<file path="config.mk">
export PLATFORM = sky130hd
export DESIGN_NAME = tmds_phy_seq
export DESIGN_NICKNAME = d
export VERILOG_FILES = /design/src/rtl/tmds_phy_pkg.sv /design/src/rtl/tmds_div_select.sv /design/src/rtl/tmds_wait_timer.sv /design/src/rtl/tmds_phy_seq.sv
export SDC_FILE = /design/constraint.sdc
export NUM_CORES = 1
export LEC_CHECK = 0
export BUFFER_PORTS_ARGS = -buffer_cell sky130_fd_sc_hd__buf_2
export CAP_MARGIN = 20
export CORE_UTILIZATION = 50
export CTS_BUF_LIST = sky130_fd_sc_hd__clkbuf_4
export DETAILED_ROUTE_END_ITERATION = 7
export PLACE_DENSITY = 0.75
export SYNTH_ARGS = -nofsm -noshare
export SYNTH_HDL_FRONTEND = slang
export SYNTH_HIERARCHICAL = 1
export SYNTH_SLANG_ARGS = --single-unit
</file>
<file path="constraint.sdc">
create_clock -name clk -period 3.4 [get_ports clk]
set_input_delay 0.68 -clock clk [delete_from_list [all_inputs] [get_ports clk]]
set_output_delay 0.68 -clock clk [all_outputs]
set_load 0.005 [all_outputs]
</file>
<file path="src/rtl/tmds_phy_pkg.sv">
package tmds_phy_pkg;

  localparam int unsigned AW = 12;

  localparam logic [AW-1:0] A_SER_CFG = 12'h504;
  localparam logic [AW-1:0] A_PLL     = 12'h510;
  localparam logic [AW-1:0] A_ICTL    = 12'h518;
  localparam logic [AW-1:0] A_CAL     = 12'h520;

  localparam logic [7:0]  FB_DIV       = 8'd40;
  localparam logic [31:0] SER_BASE     = 32'h000D_0001;
  localparam logic [31:0] SER_SRC_TERM = 32'h0100_0000;
  localparam logic [31:0] SER_OWN_MASK = 32'h010F_0003;
  localparam logic [31:0] SER_TRIM_HI  = 32'h0000_1110;
  localparam logic [31:0] SER_PARKED   = 32'h000C_0000;

  localparam logic [31:0] F_B1 = 32'd20_000_000;
  localparam logic [31:0] F_B2 = 32'd42_500_000;
  localparam logic [31:0] F_B3 = 32'd85_000_000;
  localparam logic [31:0] F_B4 = 32'd170_000_000;
  localparam logic [31:0] F_MAX = 32'd340_000_000;
  localparam logic [31:0] F_SRC_TERM = 32'd165_000_000;
  localparam logic [31:0] F_TRIM_LO  = 32'd250_000_000;
  localparam logic [31:0] F_TRIM_HI  = 32'd300_000_000;

  typedef struct packed {
    logic       ok;
    logic [7:0] ref_div;
    logic [1:0] post_code;
  } div_sel_t;

  typedef enum logic [3:0] {
    S_IDLE, S_PLL, S_LWAIT, S_LCHK, S_CFG, S_ICTL, S_CAL,
    S_SCFG, S_SPLL, S_UWAIT, S_UCHK
  } seq_st_t;

  function automatic div_sel_t band_lookup(input logic [31:0] f);
    div_sel_t s;
    s.ok = 1'b1;
    if (f < F_B1)       begin s.ref_div = 8'd1;  s.post_code = 2'd3; end
    else if (f < F_B2)  begin s.ref_div = 8'd2;  s.post_code = 2'd3; end
    else if (f < F_B3)  begin s.ref_div = 8'd4;  s.post_code = 2'd2; end
    else if (f < F_B4)  begin s.ref_div = 8'd8;  s.post_code = 2'd1; end
    else if (f < F_MAX) begin s.ref_div = 8'd16; s.post_code = 2'd0; end
    else begin s.ok = 1'b0; s.ref_div = 8'd0; s.post_code = 2'd0; end
    return s;
  endfunction

  function automatic logic [31:0] pll_word(input div_sel_t s, input logic en);
    return {6'd0, s.post_code, s.ref_div, FB_DIV, 7'd0, en};
  endfunction

  function automatic logic [31:0] ser_word(input logic [31:0] f);
    logic [31:0] v;
    v = SER_BASE;
    if (f > F_SRC_TERM) v = v | SER_SRC_TERM;
    if (f >= F_TRIM_LO && f <= F_TRIM_HI) v = v | (SER_TRIM_HI & ~SER_OWN_MASK);
    return v;
  endfunction

endpackage

</file>
<file path="src/rtl/tmds_div_select.sv">
module tmds_div_select
  import tmds_phy_pkg::*;
(
  input  logic [31:0] freq_i,
  output div_sel_t    sel_o
);
  always_comb sel_o = band_lookup(freq_i);
endmodule

</file>
<file path="src/rtl/tmds_wait_timer.sv">
module tmds_wait_timer #(
  parameter int unsigned LIMIT = 16
) (
  input  logic clk,
  input  logic rst_n,
  input  logic run_i,
  output logic expired_o
);
  localparam int unsigned CW = (LIMIT < 2) ? 1 : $clog2(LIMIT + 1);
  localparam logic [CW-1:0] LAST = CW'(LIMIT - 1);

  logic [CW-1:0] cnt;

  always_ff @(posedge clk or negedge rst_n) begin
    if (!rst_n)       cnt <= '0;
    else if (!run_i)  cnt <= '0;
    else if (!expired_o) cnt <= cnt + 1'b1;
  end

  assign expired_o = run_i && (cnt == LAST);
endmodule

</file>
<file path="src/rtl/tmds_phy_seq.sv">
module tmds_phy_seq
  import tmds_phy_pkg::*;
#(
  parameter int unsigned TIMEOUT_CYC = 5_000_000
) (
  input  logic        clk,
  input  logic        rst_n,
  input  logic        start_i,
  input  logic        stop_i,
  input  logic [31:0] pix_hz_i,
  input  logic        lock_i,
  output logic        wr_en_o,
  output logic [11:0] wr_addr_o,
  output logic [31:0] wr_data_o,
  output logic        busy_o,
  output logic        done_o,
  output logic        err_o
);

  seq_st_t     st;
  logic [31:0] f_q;
  div_sel_t    div_q;
  div_sel_t    sel_now;
  logic        in_wait;
  logic        tmr_exp;
  logic        accept_start;
  logic        reject_start;
  logic        accept_stop;

  tmds_div_select u_sel (
    .freq_i (pix_hz_i),
    .sel_o  (sel_now)
  );

  assign in_wait = (st == S_LWAIT) || (st == S_UWAIT);

  tmds_wait_timer #(.LIMIT(TIMEOUT_CYC)) u_tmr (
    .clk       (clk),
    .rst_n     (rst_n),
    .run_i     (in_wait),
    .expired_o (tmr_exp)
  );

  assign accept_start = (st == S_IDLE) && start_i && sel_now.ok;
  assign reject_start = (st == S_IDLE) && start_i && !sel_now.ok;
  assign accept_stop  = (st == S_IDLE) && stop_i && !start_i;
  assign busy_o       = (st != S_IDLE);

  always_ff @(posedge clk or negedge rst_n) begin
    if (!rst_n) begin
      st     <= S_IDLE;
      f_q    <= '0;
      div_q  <= '0;
      done_o <= 1'b0;
      err_o  <= 1'b0;
    end else begin
      done_o <= 1'b0;
      err_o  <= 1'b0;
      unique case (st)
        S_IDLE: begin
          if (accept_start) begin
            st    <= S_PLL;
            f_q   <= pix_hz_i;
            div_q <= sel_now;
          end else if (reject_start) begin
            err_o <= 1'b1;
          end else if (accept_stop) begin
            st <= S_SCFG;
          end
        end
        S_PLL:   st <= S_LWAIT;
        S_LWAIT: if (lock_i || tmr_exp) st <= S_LCHK;
        S_LCHK: begin
          if (lock_i) st <= S_CFG;
          else begin
            err_o <= 1'b1;
            st    <= S_IDLE;
          end
        end
        S_CFG:  st <= S_ICTL;
        S_ICTL: st <= S_CAL;
        S_CAL: begin
          done_o <= 1'b1;
          st     <= S_IDLE;
        end
        S_SCFG:  st <= S_SPLL;
        S_SPLL:  st <= S_UWAIT;
        S_UWAIT: if (!lock_i || tmr_exp) st <= S_UCHK;
        S_UCHK: begin
          if (lock_i) err_o  <= 1'b1;
          else        done_o <= 1'b1;
          st <= S_IDLE;
        end
        default: st <= S_IDLE;
      endcase
    end
  end

  always_comb begin
    wr_en_o   = 1'b0;
    wr_addr_o = '0;
    wr_data_o = '0;
    unique case (st)
      S_PLL:  begin wr_en_o = 1'b1; wr_addr_o = A_PLL;     wr_data_o = pll_word(div_q, 1'b1); end
      S_CFG:  begin wr_en_o = 1'b1; wr_addr_o = A_SER_CFG; wr_data_o = ser_word(f_q); end
      S_ICTL: begin wr_en_o = 1'b1; wr_addr_o = A_ICTL; end
      S_CAL:  begin wr_en_o = 1'b1; wr_addr_o = A_CAL; end
      S_SCFG: begin wr_en_o = 1'b1; wr_addr_o = A_SER_CFG; wr_data_o = SER_PARKED; end
      S_SPLL: begin wr_en_o = 1'b1; wr_addr_o = A_PLL; end
      default: ;
    endcase
  end

endmodule

</file>
Word-level counts from Yosys, hierarchy flattened
Index checks and enable logic that the tools add are counted.
Cells by class
  $add $sub $neg: 1
  order comparisons: 8
  eq/ne operators: 16
  multiplexer cells: 30
  reductions and logical operators: 20
Operator list (count)
  case mux 26 bit (3 select lines): 1
  two-way mux 23 bit: 2
  case mux 11 bit (4 select lines): 1
  two-way mux 10 bit: 4
  case mux 4 bit (9 select lines): 1
  greater-or-equal comparator 32 x 28 -> 1 bit (second input constant): 1
  > comparator 32 x 28 -> 1 bit (second input constant): 1
  <= comparator 32 x 29 -> 1 bit (second input constant): 1
  < comparator 32 x 25 -> 1 bit (second input constant): 1
  < comparator 32 x 26 -> 1 bit (second input constant): 1
  < comparator 32 x 27 -> 1 bit (second input constant): 1
  < comparator 32 x 28 -> 1 bit (second input constant): 1
  < comparator 32 x 29 -> 1 bit (second input constant): 1
  two-way mux 25 bit: 1
  adder 23 x 1 -> 23 bit (second input constant): 1
  equality test 23 bit (second input constant): 1
  two-way mux 4 bit: 5
  equality test 4 x 3 -> 1 bit (second input constant): 4
  two-way mux 13 bit: 1
  equality test 4 bit (second input constant): 3
  two-way mux 1 bit: 10
  equality test 4 x 2 -> 1 bit (second input constant): 2
  logical AND 1 bit: 7
  two-way mux 7 bit: 1
  other kinds (15): 22
Storage, ports and cells
  register bits: 71
  input bits: 37
  output and inout port bits: 48
  logic and storage cells: 82

Longest topological paths before layout
Gate-level depths: netlist of the first run.
  depth after elaboration: 11
  mapped depth: 12
  mapped depth without buffers: 9

By module
The synthesis of the first run kept the hierarchy.
By module, submodules not included
  tmds_phy_seq: instances 1, cells an instance 247, area an instance 2677.6 µm², seq. area each 1201.2 µm²
  tmds_wait_timer: instances 1, cells an instance 149, area an instance 1380.1 µm², seq. area each 575.6 µm²
  tmds_div_select: instances 1, cells an instance 52, area an instance 365.4 µm², seq. area each 0.0 µm²

Worst setup path before layout of the first run
OpenSTA, ideal clock, no wires.
  kind: reg-to-output
  start: reg f_q[30]
  end: out wr_data_o[12]
  arrival time: 1.890 ns
  required time: 2.720 ns
  slack: 0.830 ns
  cell stages (with the launch flop): 7
  buffers on the path: 1
  cell sequence: dfrtp_1 > or3_4 > nor4_4 > nand3_2 > or3_1 > a221oi_2 > buf_4
On the way
  cells in the longest elaborated chain, start to end: 4
  elaborated cells on any way between the ends: 5
  classes of those cells: order compare: 2; mux: 2; reduce/logical: 1
Ends and longest elaborated chain
  start: declaration: RTL line tmds_phy_seq.sv:21  | logic [31:0] f_q;
  start signal: assignment: RTL line tmds_phy_seq.sv:63  | f_q <= pix_hz_i;
  greater-or-equal comparator 32 x 28 -> 1 bit / <= comparator 32 x 29 -> 1 bit (equally long branches): RTL line tmds_phy_pkg.sv:57  | if (f >= F_TRIM_LO && f <= F_TRIM_HI) v = v | (SER_TRIM_HI & ~SER_OWN_MASK);
  logical AND 1 bit (*): RTL line tmds_phy_pkg.sv:57
  two-way mux 13 bit (*): RTL line tmds_phy_pkg.sv:57
  case mux 26 bit (3 select lines) (*): RTL line tmds_phy_seq.sv:103  | unique case (st)
  end: declaration: RTL line tmds_phy_seq.sv:14  | output logic [31:0] wr_data_o,
Mark *: on every way between the ends. The rest lies on a longest branch, timed or not.

Worst setup path in the final report of the first run
  start: reg f_q[30]
  end: out wr_data_o[4]
The elaborated chain is that of the path after synthesis.

==> results.py, run 1 <==
metrics = {
    "outcome": {
        "status": "completed",
    },
    "global_route": {
        "grt_pass1_wl_mm": 16.0,
        "grt_max_degree": 45,
        "track_usage_pct": 22.9,
        "grt_overflow": 0,
        "grt_pass1_vias": 3194,
        "antenna_found_initial": 0,
    },
    "finish": {
        "fin_area_um2": 4760,
        "layout-drive-gt1-share_pct": 27.8,
        "antennaDiodeCount": 0,
        "mostFrequentLayoutCells": "dfrtp_1, buf_2, mux2_2",
        "syn2layout_area_growth_pct": 7.58,
        "num-fill-cells": 774,
        "final_nets": 536,
        "layout_commonest_cell": "dfrtp_1",
    },
    "routing": {
        "drc": 0,
        "viasPerCell": 5.88,
        "dr_wl_met3_um": 451,
        "dr_wl_met2_mm": 4.70,
        "routedWlPerCell_um": 16.0,
        "postRouteAntennaNets": 0,
        "drt_wl_total_mm": 9.73,
        "drt_pass1_iterations": 7,
        "via_count": 3577,
        "wl_met1_mm": 4.48,
        "top_layer": "met4",
        "drtIter0Drc": 222,
    },
    "logic_synthesis": {
        "yosysWarnings": 6,
        "synth_cell_type_count": 63,
        "yosysSeqAreaShare_pct": 40.2,
        "synth-compound-area-share_pct": 13.2,
        "yosys.area_share.adder_pct": 0.283,
        "ys_seq_elements": 71,
        "synth_flop_cell": "dfrtp_1",
        "synth_top_family_by_area": "simple AND/OR/NAND/NOR gates",
        "synth-xor-area-share_pct": 0.792,
        "muxShareOfSynthArea_pct": 13.5,
        "synth-simple-area-share_pct": 23.5,
        "mappedNetlistArea_um2": 4420,
        "syn_inst": 448,
        "async_flop_share_pct": 100,
        "syn_avg_cell_area_um2": 9.87,
        "synth_edf_count": 0,
    },
    "timing": {
        "setup_viol": 0,
        "fin_crit_ns": 3.18,
        "fmax_mhz": 314,
        "min_period_over_period_pct": 93.7,
        "clock_skew_ns": 0.0128,
        "tightestPinTransition_ns": 0.710,
        "finalSetupTns_ns": 0,
        "finalMaxSlewViolations": 0,
        "finalHoldViolCount": 0,
        "maxSlewHeadroom_pct": 52.7,
        "rsz0062_at_grt": "false",
    },
    "min_path": {
        "hold_class": "in2async",
    },
    "die": {
        "dieArea_um2": 9230,
        "die_x_um": 96.1,
        "core_um2": 8380,
        "io_pins": 85,
        "die-height_um": 96.1,
        "start_util_pct": 52.8,
        "row_count": 33,
    },
    "place": {
        "gp_congestion": 0.902,
        "hpwl_mm": 7.01,
        "port_buffers": 62,
        "placed_area_um2": 4630,
    },
    "clock_network": {
        "clkSinkCount": 71,
        "clk-insertion-delay-late_ns": 0.40,
        "ctsHtreeMaxLevel": 3,
        "path_clk_slew_ns": 0.12,
        "ctsLongestPathBuffers": 2,
        "postCtsSetupBuffers": 0,
        "numCtsBuffers": 9,
        "root_buffer": "clkbuf_4",
        "post_cts_resized": 0,
        "cts_tree": "done",
        "postCtsHoldBufs": 0,
    },
    "worst_setup_path": {
        "start_kind": "register",
        "setup.worst_path.start": "f_q[30]",
        "r2r-start": "st[1]",
        "arrival_ns": 2.50,
        "endpoint_kind": "output pin",
        "ff2ff_path_depth": 9,
        "required_ns": 2.72,
        "worstPathMaxFanout": 3,
        "critPathKind": "reg2out",
    },
    "pwr": {
        "p_leak_nw": 2.13,
        "ir_drop_uv": 415,
        "p_per_area_nw_per_um2": 639,
    },
    "flow_run": {
        "cap_violations": 0,
    },
}
[path summary, 6_finish.rpt]
check                                      to  slack, ns
worst max-delay path             wr_data_o[4]       0.22
worst min-delay path            u_tmr/cnt[14]       0.29
worst max register to register          st[0]       0.82
worst min register to register       div_q[1]       0.51
max in group asynchronous              f_q[3]       2.34
min in group clk                     div_q[1]       0.51
[flip-flops by register name (all words and copies together) (netlist names)]
signal     flops
u_tmr/cnt     23
div_q         10
done_o         1
err_o          1
f_q           32
st             4
[layout make-up]
type	instances	area, um2	area share (%)
inverters	6	22.5	0.473
flip-flops and latches	71	1780	37.3
clock buffers	11	82.6	1.74
clock inverters	5	48.8	1.03
well taps	105	131	2.76
repair buffers	66	340	7.15
multi-input cells	344	2360	49.5
[Yosys cell counts, types with 2 or more instances]
master	n	share of area [%]
buf_6	6	1.5
or4_1	7	1.2
a211oi_1	3	0.51
nand3_4	2	0.79
o31ai_1	10	1.7
o21a_1	4	0.68
o211ai_1	5	0.85
nor3_1	10	1.1
a21oi_1	27	3.1
nand3_1	15	1.7
and3_1	8	1.1
nor2_1	21	1.8
nand4b_1	4	0.79
nand4_1	8	1.1
o22ai_1	2	0.28
and2_1	12	1.7
buf_1	2	0.17
and4_1	4	0.79
a21o_1	3	0.51
nor3b_1	2	0.34
mux2i_1	10	2.3
or4_4	2	0.51
conb_1	2	0.17
dfrtp_1	71	40
buf_2	4	0.45
inv_1	6	0.51
nand2b_1	14	2.0
nand2_1	36	3.1
o2111ai_1	2	0.40
or3_1	5	0.71
xor2_1	4	0.79
o21ai_0	16	1.8
mux2_2	43	11
nor4_1	11	1.6
o31a_1	4	0.79
buf_4	30	5.1
clkbuf_1	7	0.59
[metal layers]
metal | up-vias | global-route usage, %
met5 | - | 0
met4 | 0 | 5.10
met3 | 8 | 4.90
met2 | 98 | 36.6
met1 | 1767 | 31.9
li1 | 1704 | -
[logic make-up (layout without fill, tap and decap cells)]
family / after synthesis / after routing
AOI/OAI and AO/OA: 86 / 86
xor gates and xnor gates: 4 / 4
adders and majority gates: 1 / 1
buffers and inverters: 56 / 88
DFF: 71 / 71
muxes: 54 / 54
other: 2 / 25
and+or+nand+nor: 174 / 174
[stage by stage]
step / total power [mW] / hold slack (ns) / util, % / setup slack, ns / cells
floorplan: 2.21 / 0.384 / - / 0.830 / 471
global placement: 2.46 / 0.483 / 55.2 / 0.526 / 592
detailed placement: 2.52 / 0.491 / 55.2 / 0.466 / 592
CTS: 3.06 / 0.278 / 56.8 / 0.197 / 608
global route: 3.29 / 0.300 / 56.8 / 0.0258 / 608
finish: 3.04 / 0.286 / 56.8 / 0.216 / 608
[power by group]
part | switching [mW] | internal [mW] | total (mW)
combinational | 0.563 | 0.559 | 1.12
sequential | 0.301 | 1.09 | 1.39
clock | 0.289 | 0.235 | 0.524
[critical path, cell delays in order (launching register included)]
cell      delay (ns)
dfrtp_1         0.40
or3_4           0.42
nor4_4          0.25
nand3_2         0.11
or3_1           0.38
a221oi_2        0.36
buf_2           0.18
(Power assumes the default switching activity.)
==> run 2: changes to the inputs <==
--- a/config.mk
+++ b/config.mk
@@ -7,10 +7,12 @@
 export LEC_CHECK = 0
 export BUFFER_PORTS_ARGS = -buffer_cell sky130_fd_sc_hd__buf_2
 export CAP_MARGIN = 20
+export CORE_ASPECT_RATIO = 0.8
 export CORE_UTILIZATION = 50
 export CTS_BUF_LIST = sky130_fd_sc_hd__clkbuf_4
 export DETAILED_ROUTE_END_ITERATION = 7
 export PLACE_DENSITY = 0.75
+export SETUP_SLACK_MARGIN = 0.3
 export SYNTH_ARGS = -nofsm -noshare
 export SYNTH_HDL_FRONTEND = slang
 export SYNTH_HIERARCHICAL = 1
==> constraint.sdc (replaced) <==
create_clock -name clk -period 3.4 [get_ports clk]
set_input_delay 1.02 -clock clk [delete_from_list [all_inputs] [get_ports clk]]
set_output_delay 1.02 -clock clk [all_outputs]
set_load 0.005 [all_outputs]
==> results.py, run 2 (same netlist as run 1, synthesis figures left out) <==
metrics = {
    "finish": {
        "top_register": "f_q",
        "num-fill-cells": 723,
        "top_regs": "f_q (32), u_tmr/cnt (23), div_q (10)",
        "antennaDiodeCount": 0,
        "fin_util_pct": 57.9,
        "layout_commonest_cell": "dfrtp_1",
        "largest_reg_flops": 32,
        "final_nets": 543,
        "mostFrequentLayoutCells": "dfrtp_1, buf_2, mux2_2",
        "layout-drive-gt1-share_pct": 30.6,
        "multi_input_area_um2": 2410,
        "seq_area_um2": 1780,
        "syn2layout_area_growth_pct": 11.6,
    },
    "die": {
        "core_um2": 8520,
        "die_x_um": 107,
        "die-height_um": 86.1,
        "row_count": 30,
        "io_pins": 85,
        "dieArea_um2": 9230,
        "start_util_pct": 51.9,
    },
    "worst_setup_path": {
        "required_ns": 2.38,
        "arrival_ns": 2.44,
        "start_kind": "register",
        "r2r-start": "st[0]",
        "ff2ff_path_depth": 9,
        "cpPeakStageDelay_ns": 0.49,
        "setup.worst_path.start": "f_q[19]",
        "endpoint_kind": "output pin",
        "critPathKind": "reg2out",
        "slowest_stage": "dfrtp_2",
        "r2r-end": "st[0]",
        "worstPathMaxFanout": 6,
        "ff2ff_setup_slack_ns": 0.94,
        "worstPathCellList": "nor4_4 > and3_1 > nand3_2 > or3_4 > a221oi_4 > buf_2",
    },
    "outcome": {
        "violations": "setup timing",
        "status": "finished, violations left",
    },
    "routing": {
        "routedWlPerCell_um": 16.2,
        "postRouteAntennaNets": 0,
        "drt_pass1_iterations": 5,
        "drt_wl_total_mm": 10.1,
        "viasPerCell": 5.81,
        "drtIter0Drc": 202,
        "drc": 0,
        "via_count": 3613,
    },
    "min_path": {
        "min-delay-start": "div_q[0]",
        "min_to": "div_q[0]",
        "whs_path_depth": 1,
        "hold_class": "reg2reg",
    },
    "timing": {
        "finalHoldViolCount": 0,
        "fmax_mhz": 289,
        "min_period_over_period_pct": 102,
        "clock_skew_ns": 0.0163,
        "tightestPinTransition_ns": 0.731,
        "finalMaxSlewViolations": 0,
        "setup_viol": 3,
        "fin_crit_ns": 3.46,
        "finalSetupTns_ns": -0.159,
        "maxSlewHeadroom_pct": 51.3,
        "fin_ws_ns": -0.0551,
        "rsz0062_at_grt": "true",
    },
    "clock_network": {
        "root_buffer": "clkbuf_4",
        "path_clk_slew_ns": 0.13,
        "cts_tree": "done",
        "numCtsBuffers": 9,
        "clk-insertion-delay-late_ns": 0.42,
        "ctsHtreeMaxLevel": 3,
        "clkSinkCount": 71,
        "ctsLongestPathBuffers": 2,
    },
    "place": {
        "port_buffers": 62,
        "hpwl_mm": 7.34,
        "gp_congestion": 0.855,
    },
    "pwr": {
        "ir_drop_uv": 390,
        "p_leak_nw": 2.19,
        "power_mw": 3.26,
        "p_per_area_nw_per_um2": 660,
    },
    "global_route": {
        "grt_pass1_vias": 3442,
        "grt_max_degree": 34,
        "track_usage_pct": 23.8,
        "grt_pass1_wl_mm": 17.2,
        "antenna_found_initial": 0,
        "grt_overflow": 0,
    },
    "flow_run": {
        "cap_violations": 0,
    },
}
[run 2: cell types whose count changed in the layout (fill, tap and decap cells not counted), sizes merged]
| cell | before | now |
|---|---|---|
| clkbuf | 11 | 10 |
| clkinv | 4 | 2 |
| bufinv | 1 | 2 |
| buf | 66 | 73 |
| clkinvlp | 0 | 2 |
[run 2: what timing repair did]
| item | CTS | global route |
|---|---|---|
| pin swaps | 4 | 1 |
| gates resized for setup | 7 | 5 |
| buffers inserted | 2 | 0 |
| hold buffers | 0 | 0 |
| endpoints found under the setup margin | 4 | 4 |
[run 2: final cells by class]
| class | instances | share of cell area, % |
|---|---|---|
| Timing Repair Buffer | 73 | 8.47 |
| Clock buffer | 10 | 1.52 |
| Sequential cell | 71 | 36.1 |
| Inverter | 6 | 0.456 |
| Clock inverter | 6 | 1.72 |
| Multi-Input combinational cell | 344 | 48.9 |
| Tap cell | 112 | 2.84 |
[run 2: worst max-delay path by stage]
stage	cells after the start	slack, ns	endpoint
after floorplan	6	0.49	wr_data_o[12]
after global placement	9	0.22	f_q[8]
after detailed placement	9	0.19	f_q[8]
after CTS	6	-0.08	wr_data_o[4]
after global routing	6	-0.19	wr_data_o[4]
final	6	-0.06	wr_data_o[4]
[run 2: critical path: cells and delay by family (launching register included)]
kind                   cells  cell delay, ns
AND/OR/NAND/NOR            4            1.00
flip-flops                 1            0.49
buffers and inverters      1            0.17
AO/OA/AOI/OAI              1            0.34
[run 2: power breakdown]
group / switching (mW) / total [mW] / internal, mW
sequential: 0.270 / 1.37 / 1.10
clock: 0.308 / 0.612 / 0.304
combinational: 0.663 / 1.28 / 0.615
total: 1.24 / 3.26 / 2.01
[run 2: metal layers]
metal | share of wire, % | track usage [%] | wire length (um) | vias up
met3 | 4.9 | 4.10 | 493 | 11
met2 | 45 | 36.5 | 4490 | 119
met4 | 1.0 | 6.48 | 103 | 0
met5 | 0 | 0 | 0 | -
li1 | - | - | - | 1724
met1 | 49 | 34.7 | 4970 | 1759
[run 2: through the flow]
step | setup slack, ns | std cells | instance area (um2) | hold WS [ns]
after floorplan | 0.490 | 471 | 4510 | 0.472
after global placement | 0.223 | 604 | 4700 | 0.488
after detailed placement | 0.186 | 604 | 4700 | 0.487
after CTS | -0.0805 | 622 | 4910 | 0.523
after global routing | -0.186 | 622 | 4930 | 0.540
final | -0.0551 | 622 | 4930 | 0.518
